## src/rtl/trap_pkg.sv

```systemverilog
package trap_pkg;

  localparam int CAUSE_W = 11;
  localparam int STAT_EN_BIT = 3;
  localparam int STAT_PREV_BIT = 7;
  localparam int VEC_ALIGN_BITS = 8;

  typedef enum logic [1:0] {
    SEL_STATUS = 2'd0,
    SEL_VBASE  = 2'd1,
    SEL_EPC    = 2'd2,
    SEL_CAUSE  = 2'd3
  } csr_sel_e;

  // exception code by priority rank, rank 0 highest
  function automatic logic [CAUSE_W-1:0] rank_code(input int rank);
    logic [CAUSE_W-1:0] c;
    case (rank)
      0:       c = CAUSE_W'(1);
      1:       c = CAUSE_W'(49);
      2:       c = CAUSE_W'(48);
      3:       c = CAUSE_W'(2);
      4:       c = CAUSE_W'(8);
      5:       c = CAUSE_W'(11);
      6:       c = CAUSE_W'(3);
      7:       c = CAUSE_W'(7);
      default: c = CAUSE_W'(5);
    endcase
    return c;
  endfunction

endpackage

```

## src/rtl/trap_exc_arbiter.sv

```systemverilog
module trap_exc_arbiter #(
  parameter int NUM_EXC = 9,
  parameter int CW = 11
) (
  input  logic [NUM_EXC-1:0] req_i,
  output logic               any_o,
  output logic [CW-1:0]      code_o
);
  always_comb begin
    any_o  = |req_i;
    code_o = '0;
    for (int i = NUM_EXC - 1; i >= 0; i--) begin
      if (req_i[i]) code_o = CW'(trap_pkg::rank_code(i));
    end
  end
endmodule

```

## src/rtl/trap_target_gen.sv

```systemverilog
module trap_target_gen #(
  parameter int XLEN = 32,
  parameter int IRQ_ID_W = 5
) (
  input  logic [XLEN-1:0]     base_i,
  input  logic                vectored_i,
  input  logic                is_irq_i,
  input  logic [IRQ_ID_W-1:0] irq_id_i,
  output logic [XLEN-1:0]     target_o
);
  localparam int OFF_W = IRQ_ID_W + 2;
  logic [XLEN-1:0] offset;

  assign offset   = {{(XLEN-OFF_W){1'b0}}, irq_id_i, 2'b00};
  assign target_o = (is_irq_i && vectored_i) ? base_i + offset : base_i;
endmodule

```

## src/rtl/trap_csr_regs.sv

```systemverilog
module trap_csr_regs #(
  parameter int XLEN = 32,
  parameter int CW = 11,
  parameter logic [XLEN-1:0] MTVEC_INIT = 32'h0000_2001
) (
  input  logic                   clk_i,
  input  logic                   rst_ni,
  input  logic                   csr_we_i,
  input  trap_pkg::csr_sel_e     csr_sel_i,
  input  logic [XLEN-1:0]        csr_wdata_i,
  input  logic                   trap_take_i,
  input  logic                   trap_irq_i,
  input  logic [CW-1:0]          trap_code_i,
  input  logic [XLEN-1:0]        trap_pc_i,
  input  logic                   mret_take_i,
  output logic [XLEN-1:0]        epc_o,
  output logic [XLEN-1:0]        vbase_o,
  output logic                   vmode_o,
  output logic                   cause_irq_o,
  output logic [CW-1:0]          cause_code_o,
  output logic                   en_o,
  output logic                   prev_en_o
);
  localparam int AB = trap_pkg::VEC_ALIGN_BITS;
  localparam logic [XLEN-AB-1:0] VBASE_RST = MTVEC_INIT[XLEN-1:AB];
  localparam logic VMODE_RST = MTVEC_INIT[0];

  logic [XLEN-AB-1:0] vbase_hi_q;

  always_ff @(posedge clk_i or negedge rst_ni) begin
    if (!rst_ni) begin
      epc_o        <= '0;
      vbase_hi_q   <= VBASE_RST;
      vmode_o      <= VMODE_RST;
      cause_irq_o  <= 1'b0;
      cause_code_o <= '0;
      en_o         <= 1'b0;
      prev_en_o    <= 1'b0;
    end else begin
      if (csr_we_i) begin
        case (csr_sel_i)
          trap_pkg::SEL_STATUS: begin
            en_o      <= csr_wdata_i[trap_pkg::STAT_EN_BIT];
            prev_en_o <= csr_wdata_i[trap_pkg::STAT_PREV_BIT];
          end
          trap_pkg::SEL_VBASE: begin
            vbase_hi_q <= csr_wdata_i[XLEN-1:AB];
            vmode_o    <= csr_wdata_i[0];
          end
          trap_pkg::SEL_EPC: epc_o <= csr_wdata_i;
          default: ;
        endcase
      end
      // hardware events override software writes of the same cycle
      if (trap_take_i) begin
        epc_o        <= trap_pc_i;
        cause_irq_o  <= trap_irq_i;
        cause_code_o <= trap_code_i;
        prev_en_o    <= en_o;
        en_o         <= 1'b0;
      end else if (mret_take_i) begin
        en_o      <= prev_en_o;
        prev_en_o <= 1'b1;
      end
    end
  end

  assign vbase_o = {vbase_hi_q, {AB{1'b0}}};
endmodule

```

## src/rtl/trap_unit.sv

```systemverilog
module trap_unit #(
  parameter int XLEN = 32,
  parameter int IRQ_ID_W = 5,
  parameter int NUM_EXC = 9,
  parameter logic [XLEN-1:0] MTVEC_INIT = 32'h0000_2001,
  localparam int CW = trap_pkg::CAUSE_W
) (
  input  logic               clk_i,
  input  logic               rst_ni,
  input  logic [XLEN-1:0]    boot_addr_i,
  input  logic               trap_valid_i,
  input  logic               trap_irq_i,
  input  logic [CW-1:0]      trap_code_i,
  input  logic [NUM_EXC-1:0] exc_vec_i,
  input  logic [XLEN-1:0]    trap_pc_i,
  input  logic               mret_i,
  output logic               evt_ready_o,
  output logic               redir_valid_o,
  input  logic               redir_ready_i,
  output logic [XLEN-1:0]    redir_addr_o,
  input  logic               csr_we_i,
  input  logic [1:0]         csr_sel_i,
  input  logic [XLEN-1:0]    csr_wdata_i,
  output logic [XLEN-1:0]    csr_rdata_o
);
  localparam int PAD_W = XLEN - 1 - CW;

  logic            trap_take, mret_take;
  logic            exc_any;
  logic [CW-1:0]   exc_code, cause_in;
  logic [XLEN-1:0] epc, vbase, target, next_addr;
  logic            vmode, cause_irq, en, prev_en;
  logic [CW-1:0]   cause_code;
  logic            redir_boot_q;
  logic [XLEN-1:0] redir_addr_q;
  trap_pkg::csr_sel_e sel;

  assign sel         = trap_pkg::csr_sel_e'(csr_sel_i);
  assign evt_ready_o = !redir_valid_o || redir_ready_i;
  assign trap_take   = trap_valid_i && evt_ready_o;
  assign mret_take   = mret_i && !trap_valid_i && evt_ready_o;

  trap_exc_arbiter #(.NUM_EXC(NUM_EXC), .CW(CW)) u_arb (
    .req_i  (exc_vec_i),
    .any_o  (exc_any),
    .code_o (exc_code)
  );

  assign cause_in = (trap_irq_i || !exc_any) ? trap_code_i : exc_code;

  trap_target_gen #(.XLEN(XLEN), .IRQ_ID_W(IRQ_ID_W)) u_tgt (
    .base_i     (vbase),
    .vectored_i (vmode),
    .is_irq_i   (trap_irq_i),
    .irq_id_i   (trap_code_i[IRQ_ID_W-1:0]),
    .target_o   (target)
  );

  trap_csr_regs #(.XLEN(XLEN), .CW(CW), .MTVEC_INIT(MTVEC_INIT)) u_regs (
    .clk_i        (clk_i),
    .rst_ni       (rst_ni),
    .csr_we_i     (csr_we_i),
    .csr_sel_i    (sel),
    .csr_wdata_i  (csr_wdata_i),
    .trap_take_i  (trap_take),
    .trap_irq_i   (trap_irq_i),
    .trap_code_i  (cause_in),
    .trap_pc_i    (trap_pc_i),
    .mret_take_i  (mret_take),
    .epc_o        (epc),
    .vbase_o      (vbase),
    .vmode_o      (vmode),
    .cause_irq_o  (cause_irq),
    .cause_code_o (cause_code),
    .en_o         (en),
    .prev_en_o    (prev_en)
  );

  assign next_addr = trap_take ? target : epc;

  always_ff @(posedge clk_i or negedge rst_ni) begin
    if (!rst_ni) begin
      redir_valid_o <= 1'b1;
      redir_boot_q  <= 1'b1;
      redir_addr_q  <= '0;
    end else if (trap_take || mret_take) begin
      redir_valid_o <= 1'b1;
      redir_boot_q  <= 1'b0;
      redir_addr_q  <= next_addr;
    end else if (redir_ready_i) begin
      redir_valid_o <= 1'b0;
      redir_boot_q  <= 1'b0;
    end
  end

  assign redir_addr_o = redir_boot_q ? boot_addr_i : redir_addr_q;

  always_comb begin
    csr_rdata_o = '0;
    case (sel)
      trap_pkg::SEL_STATUS: begin
        csr_rdata_o[trap_pkg::STAT_EN_BIT]   = en;
        csr_rdata_o[trap_pkg::STAT_PREV_BIT] = prev_en;
      end
      trap_pkg::SEL_VBASE: csr_rdata_o = {vbase[XLEN-1:1], vmode};
      trap_pkg::SEL_EPC:   csr_rdata_o = epc;
      default:             csr_rdata_o = {cause_irq, {PAD_W{1'b0}}, cause_code};
    endcase
  end
endmodule

```

## config.mk

```make
export PLATFORM = sky130hd
export DESIGN_NAME = trap_unit
export DESIGN_NICKNAME = d
export VERILOG_FILES = /design/src/rtl/trap_pkg.sv /design/src/rtl/trap_exc_arbiter.sv /design/src/rtl/trap_target_gen.sv /design/src/rtl/trap_csr_regs.sv /design/src/rtl/trap_unit.sv
export SDC_FILE = /design/constraint.sdc
export NUM_CORES = 1
export LEC_CHECK = 0
export CORE_ASPECT_RATIO = 0.9
export CORE_MARGIN = 10
export CORE_UTILIZATION = 41
export CTS_CLUSTER_SIZE = 40
export DETAILED_ROUTE_END_ITERATION = 16
export PLACE_DENSITY = 0.83
export SLEW_MARGIN = 20
export SYNTH_ARGS = -nofsm -noshare
export SYNTH_HDL_FRONTEND = slang
export SYNTH_SLANG_ARGS = --single-unit
```

## constraint.sdc

```tcl
create_clock -name clk_i -period 1.9 [get_ports clk_i]
set_clock_uncertainty 0.1 [all_clocks]
set_input_delay 0.38 -clock clk_i [delete_from_list [all_inputs] [get_ports clk_i]]
set_output_delay 0.38 -clock clk_i [all_outputs]
set_load 0.03 [all_outputs]
```

==> summary.log <==
[clock_network] Num CTS Buffers 9
[routing] via count 4740
[clock_network] insertion delay of the later-clocked pin in the worst-skew pair 0.34 ns
[routing] final routed wirelength across all metal layers 17700 um
[timing] shortest clock period the worst path allows after layout 2.14 ns
[synthesis] Post-synth EDFFs 0
[placed_design] gp weighted congestion 0.911
[routing] first-pass iteration count of the detailed router 4
[routing] Vias per Instance 5.38
[status] status complete, but fails checks
[job] number of maximum-capacitance constraint violations 0
[routing] count of antenna-violating nets left after detailed routing 0
[synthesis] yosys warns 0
[finish] count of non-filler cells in the finished layout 881
[global_route] first-pass GRT wire length 27400 um
[synthesis] most instantiated cells after synthesis sky130_fd_sc_hd__dfrtp_1, sky130_fd_sc_hd__mux2_2, sky130_fd_sc_hd__nand2_1
[timing] final hold violation count 0
[pwr] Peak VDD IR 0.441 mV
[synthesis] Mean Syn Cell Area 11.1 sq um
[finish] core utilization of the finished layout 65.6%
[worst_hold_path] Min-Delay Path Class reg -> reg
[floorplanning] Floorplan Core Area 12900 sq um
[worst_setup_path] Worst EP arrival 1.66 ns
[synthesis] number of flip-flops and latches in the synthesized netlist 105
[finish] antenna diode instance count 0
[placed_design] placed cell count 862
[floorplanning] horizontal extent of the die 142 um
[global_route] total grt overflow 0
[global_route] via count of the first global-routing pass 5195
[clock_network] Clock Sinks 105
[timing] worst hold slack 0.405 ns
[timing] number of max-slew violations in the final report 0
[floorplanning] top-level I/O count 191
[worst_setup_path] Worst Path Required 1.42 ns
[synthesis] leading register cell type out of synthesis sky130_fd_sc_hd__dfrtp_1
[routing] average wire length per cell after detail routing 20.1 um
[status] violations in the final reports setup timing
[pwr] leakage dissipation 3.91 nW
[global_route] total global-route track usage 18.3%
[placed_design] count of port buffers added during placement 190
[finish] Synth-to-Final Area Change 54.5%
[timing] Final Worst Setup Slack -0.235 ns
[synthesis] fraction of synthesized cell area taken by the top area cell type 46.2%
[floorplanning] Die Y-Extent 130 um
[floorplanning] initial core utilization 42.5%
[synthesis] count of unique library cells instantiated by Yosys 42
[clock_network] H-tree level count 3
[synthesis] syn nets 616
[clock_network] clock slew at reported path FFs 0.07 ns
[timing] RSZ-0062 raised after global routing yes
[placed_design] area of placed instances 7890 sq um
[finish] Layout Cell Area excl Fill 8450 sq um
[timing] crit share post-route 112%
[pwr] Power, Total 0.00754 W
[timing] Max-Slew Margin vs Limit 67.0%
[synthesis] share of async-settable or async-resettable flops after synthesis 100%
[timing] slew at the pin closest to its max-slew limit 0.489 ns
[pwr] pwr/cell area 892 nW/um^2
[global_route] pin count of the biggest net entering global routing 55
[routing] detailed-route DRC error count 0
[clock_network] root buffer selected by CTS sky130_fd_sc_hd__clkbuf_16
[placed_design] total half-perimeter wirelength after legalization and detailed placement 13400 um
[timing] Final Setup Violations 32
[synthesis] share of synthesized area occupied by flip-flops and latches 48.1%
[finish] fraction of final layout cells with drive strength greater than 1 31.0%
[finish] Layout Nets 837
[worst_setup_path] crit path kind reg -> out
[synthesis] top cell type by total area after synthesis sky130_fd_sc_hd__dfrtp_1
[finish] filler cell count in the final layout 976
[worst_setup_path] Critical Path Fanout Max 16
[floorplanning] count of standard-cell rows 39
[global_route] antenna violations before repair 0
[synthesis] cell types with the largest area share after synthesis sky130_fd_sc_hd__dfrtp_1, sky130_fd_sc_hd__mux2_2, sky130_fd_sc_hd__mux2i_1
[clock_network] Max Root-Sink Buffers 2
[worst_setup_path] CP endpoint kind primary output
[worst_setup_path] Critical Path Start Type register
[floorplanning] Die ar. 18400 sq um
[synthesis] number of standard cells after synthesis 491
[synthesis] Cell Area, Synth 5470 sq um
[routing] iteration-0 DRC count of the detailed router 216
[clock_network] clock tree from TritonCTS built
[timing] timing-limited maximum frequency 468 MHz
[synthesis] most common cell in the netlist sky130_fd_sc_hd__dfrtp_1
[cell families after synthesis]
group,after synthesis,share of synthesized area (%)
simple gates,100,8.21
mux,127,24.8
buf+inv,39,4.10
compound gates,120,14.8
flops,105,48.1
[what timing repair did]
item | CTS | global route
hold buffers | 1 | 0
setup buffers | 0 | 2
hold endpoints to repair | 101 | 0
gates resized for setup | 234 | 42
gates cloned | 0 | 1
endpoints found under the setup margin | 66 | 39
[critical path: stages, from the launching register on]
cell and delay [ns]:
sky130_fd_sc_hd__dfstp_2 0.60, sky130_fd_sc_hd__buf_12 0.20, sky130_fd_sc_hd__mux2_4 0.32, sky130_fd_sc_hd__buf_4 0.17
[final timing paths]
kind / slack [ns] / start / depth (start not counted) / endpoint
min in group asynchronous: 0.47 / rst_ni / 3 / u_regs.cause_code_o[9]$_DFFE_PN0P_
hold / removal: 0.41 / u_regs.vbase_hi_q[8]$_DFFE_PN0P_ / 2 / redir_addr_q[16]$_DFFE_PN0P_
max in group asynchronous: 0.92 / rst_ni / 3 / u_regs.vbase_hi_q[5]$_DFFE_PN1P_
setup / recovery: -0.24 / redir_boot_q$_DFFE_PN1P_ / 3 / redir_addr_o[20]
hold reg to reg: 0.41 / u_regs.vbase_hi_q[8]$_DFFE_PN0P_ / 2 / redir_addr_q[16]$_DFFE_PN0P_
setup reg to reg: 0.20 / redir_valid_o$_DFFE_PN1P_ / 6 / redir_addr_q[31]$_DFFE_PN0P_
[metal layers]
layer | up-vias | GRT usage [%] | routed length, um
met5 | - | 0 | 0
met2 | 152 | 32.9 | 9340
met1 | 2357 | 21.0 | 7120
li1 | 2214 | - | -
met3 | 17 | 5.22 | 1080
met4 | 0 | 4.68 | 197
[cells in the final DEF (no fill, tap or decap), types with 2 or more instances in the layout]
master,n
sky130_fd_sc_hd__a21o_1,5
sky130_fd_sc_hd__a221o_1,2
sky130_fd_sc_hd__nand3_1,4
sky130_fd_sc_hd__buf_12,17
sky130_fd_sc_hd__clkdlybuf4s50_1,121
sky130_fd_sc_hd__dfstp_2,4
sky130_fd_sc_hd__mux2i_1,62
sky130_fd_sc_hd__a22o_1,30
sky130_fd_sc_hd__a21boi_0,2
sky130_fd_sc_hd__nor2_1,10
sky130_fd_sc_hd__clkbuf_16,10
sky130_fd_sc_hd__mux2_2,33
sky130_fd_sc_hd__or3_1,2
sky130_fd_sc_hd__and3b_1,2
sky130_fd_sc_hd__o21ai_0,55
sky130_fd_sc_hd__clkbuf_1,2
sky130_fd_sc_hd__bufinv_16,2
sky130_fd_sc_hd__buf_4,65
sky130_fd_sc_hd__a22o_2,6
sky130_fd_sc_hd__nor2b_1,5
sky130_fd_sc_hd__mux2_4,32
sky130_fd_sc_hd__buf_6,39
sky130_fd_sc_hd__o21ai_1,5
sky130_fd_sc_hd__dfrtp_1,101
sky130_fd_sc_hd__nand2_2,2
sky130_fd_sc_hd__a21oi_1,7
sky130_fd_sc_hd__nand2_1,64
sky130_fd_sc_hd__nor4_1,3
sky130_fd_sc_hd__buf_2,2
[layout make-up]
type	count	area (sq um)	area share, %
multi-input cells	347	2740	32.4
flip-flops and latches	105	2630	31.2
repair buffers	248	2540	30.1
clock buffers	12	246	2.92
well taps	164	205	2.43
clock inverters	4	76.3	0.903
inverters	1	3.75	0.0444
[report_power, final]
group          internal (W)  leakage [nW]  total [W]  switching, W
logic               0.00134          2.47    0.00258       0.00124
registers           0.00265          1.29    0.00296      0.000312
clock network       0.00120         0.153    0.00199      0.000800
total               0.00519          3.91    0.00754       0.00235
[through the flow]
step / setup slack, ns / TNS (ns)
final: -0.235 / -6.44
after global routing: -0.260 / -7.30
after CTS: -0.249 / -6.32
after detailed placement: -0.443 / -40.86
after global placement: -0.433 / -37.55
after floorplan: -0.0815 / -2.22
[flip-flops by register name (all words and copies together), names as in the netlist]
| register | count |
|---|---|
| u_regs.en_o | 1 |
| u_regs.cause_irq_o | 1 |
| u_regs.epc_o | 32 |
| u_regs.cause_code_o | 11 |
| redir_addr_q | 32 |
| u_regs.prev_en_o | 1 |
| redir_boot_q | 1 |
| u_regs.vbase_hi_q | 24 |
| u_regs.vmode_o | 1 |
| redir_valid_o | 1 |
Note: power is estimated with default switching activity, not from simulation.
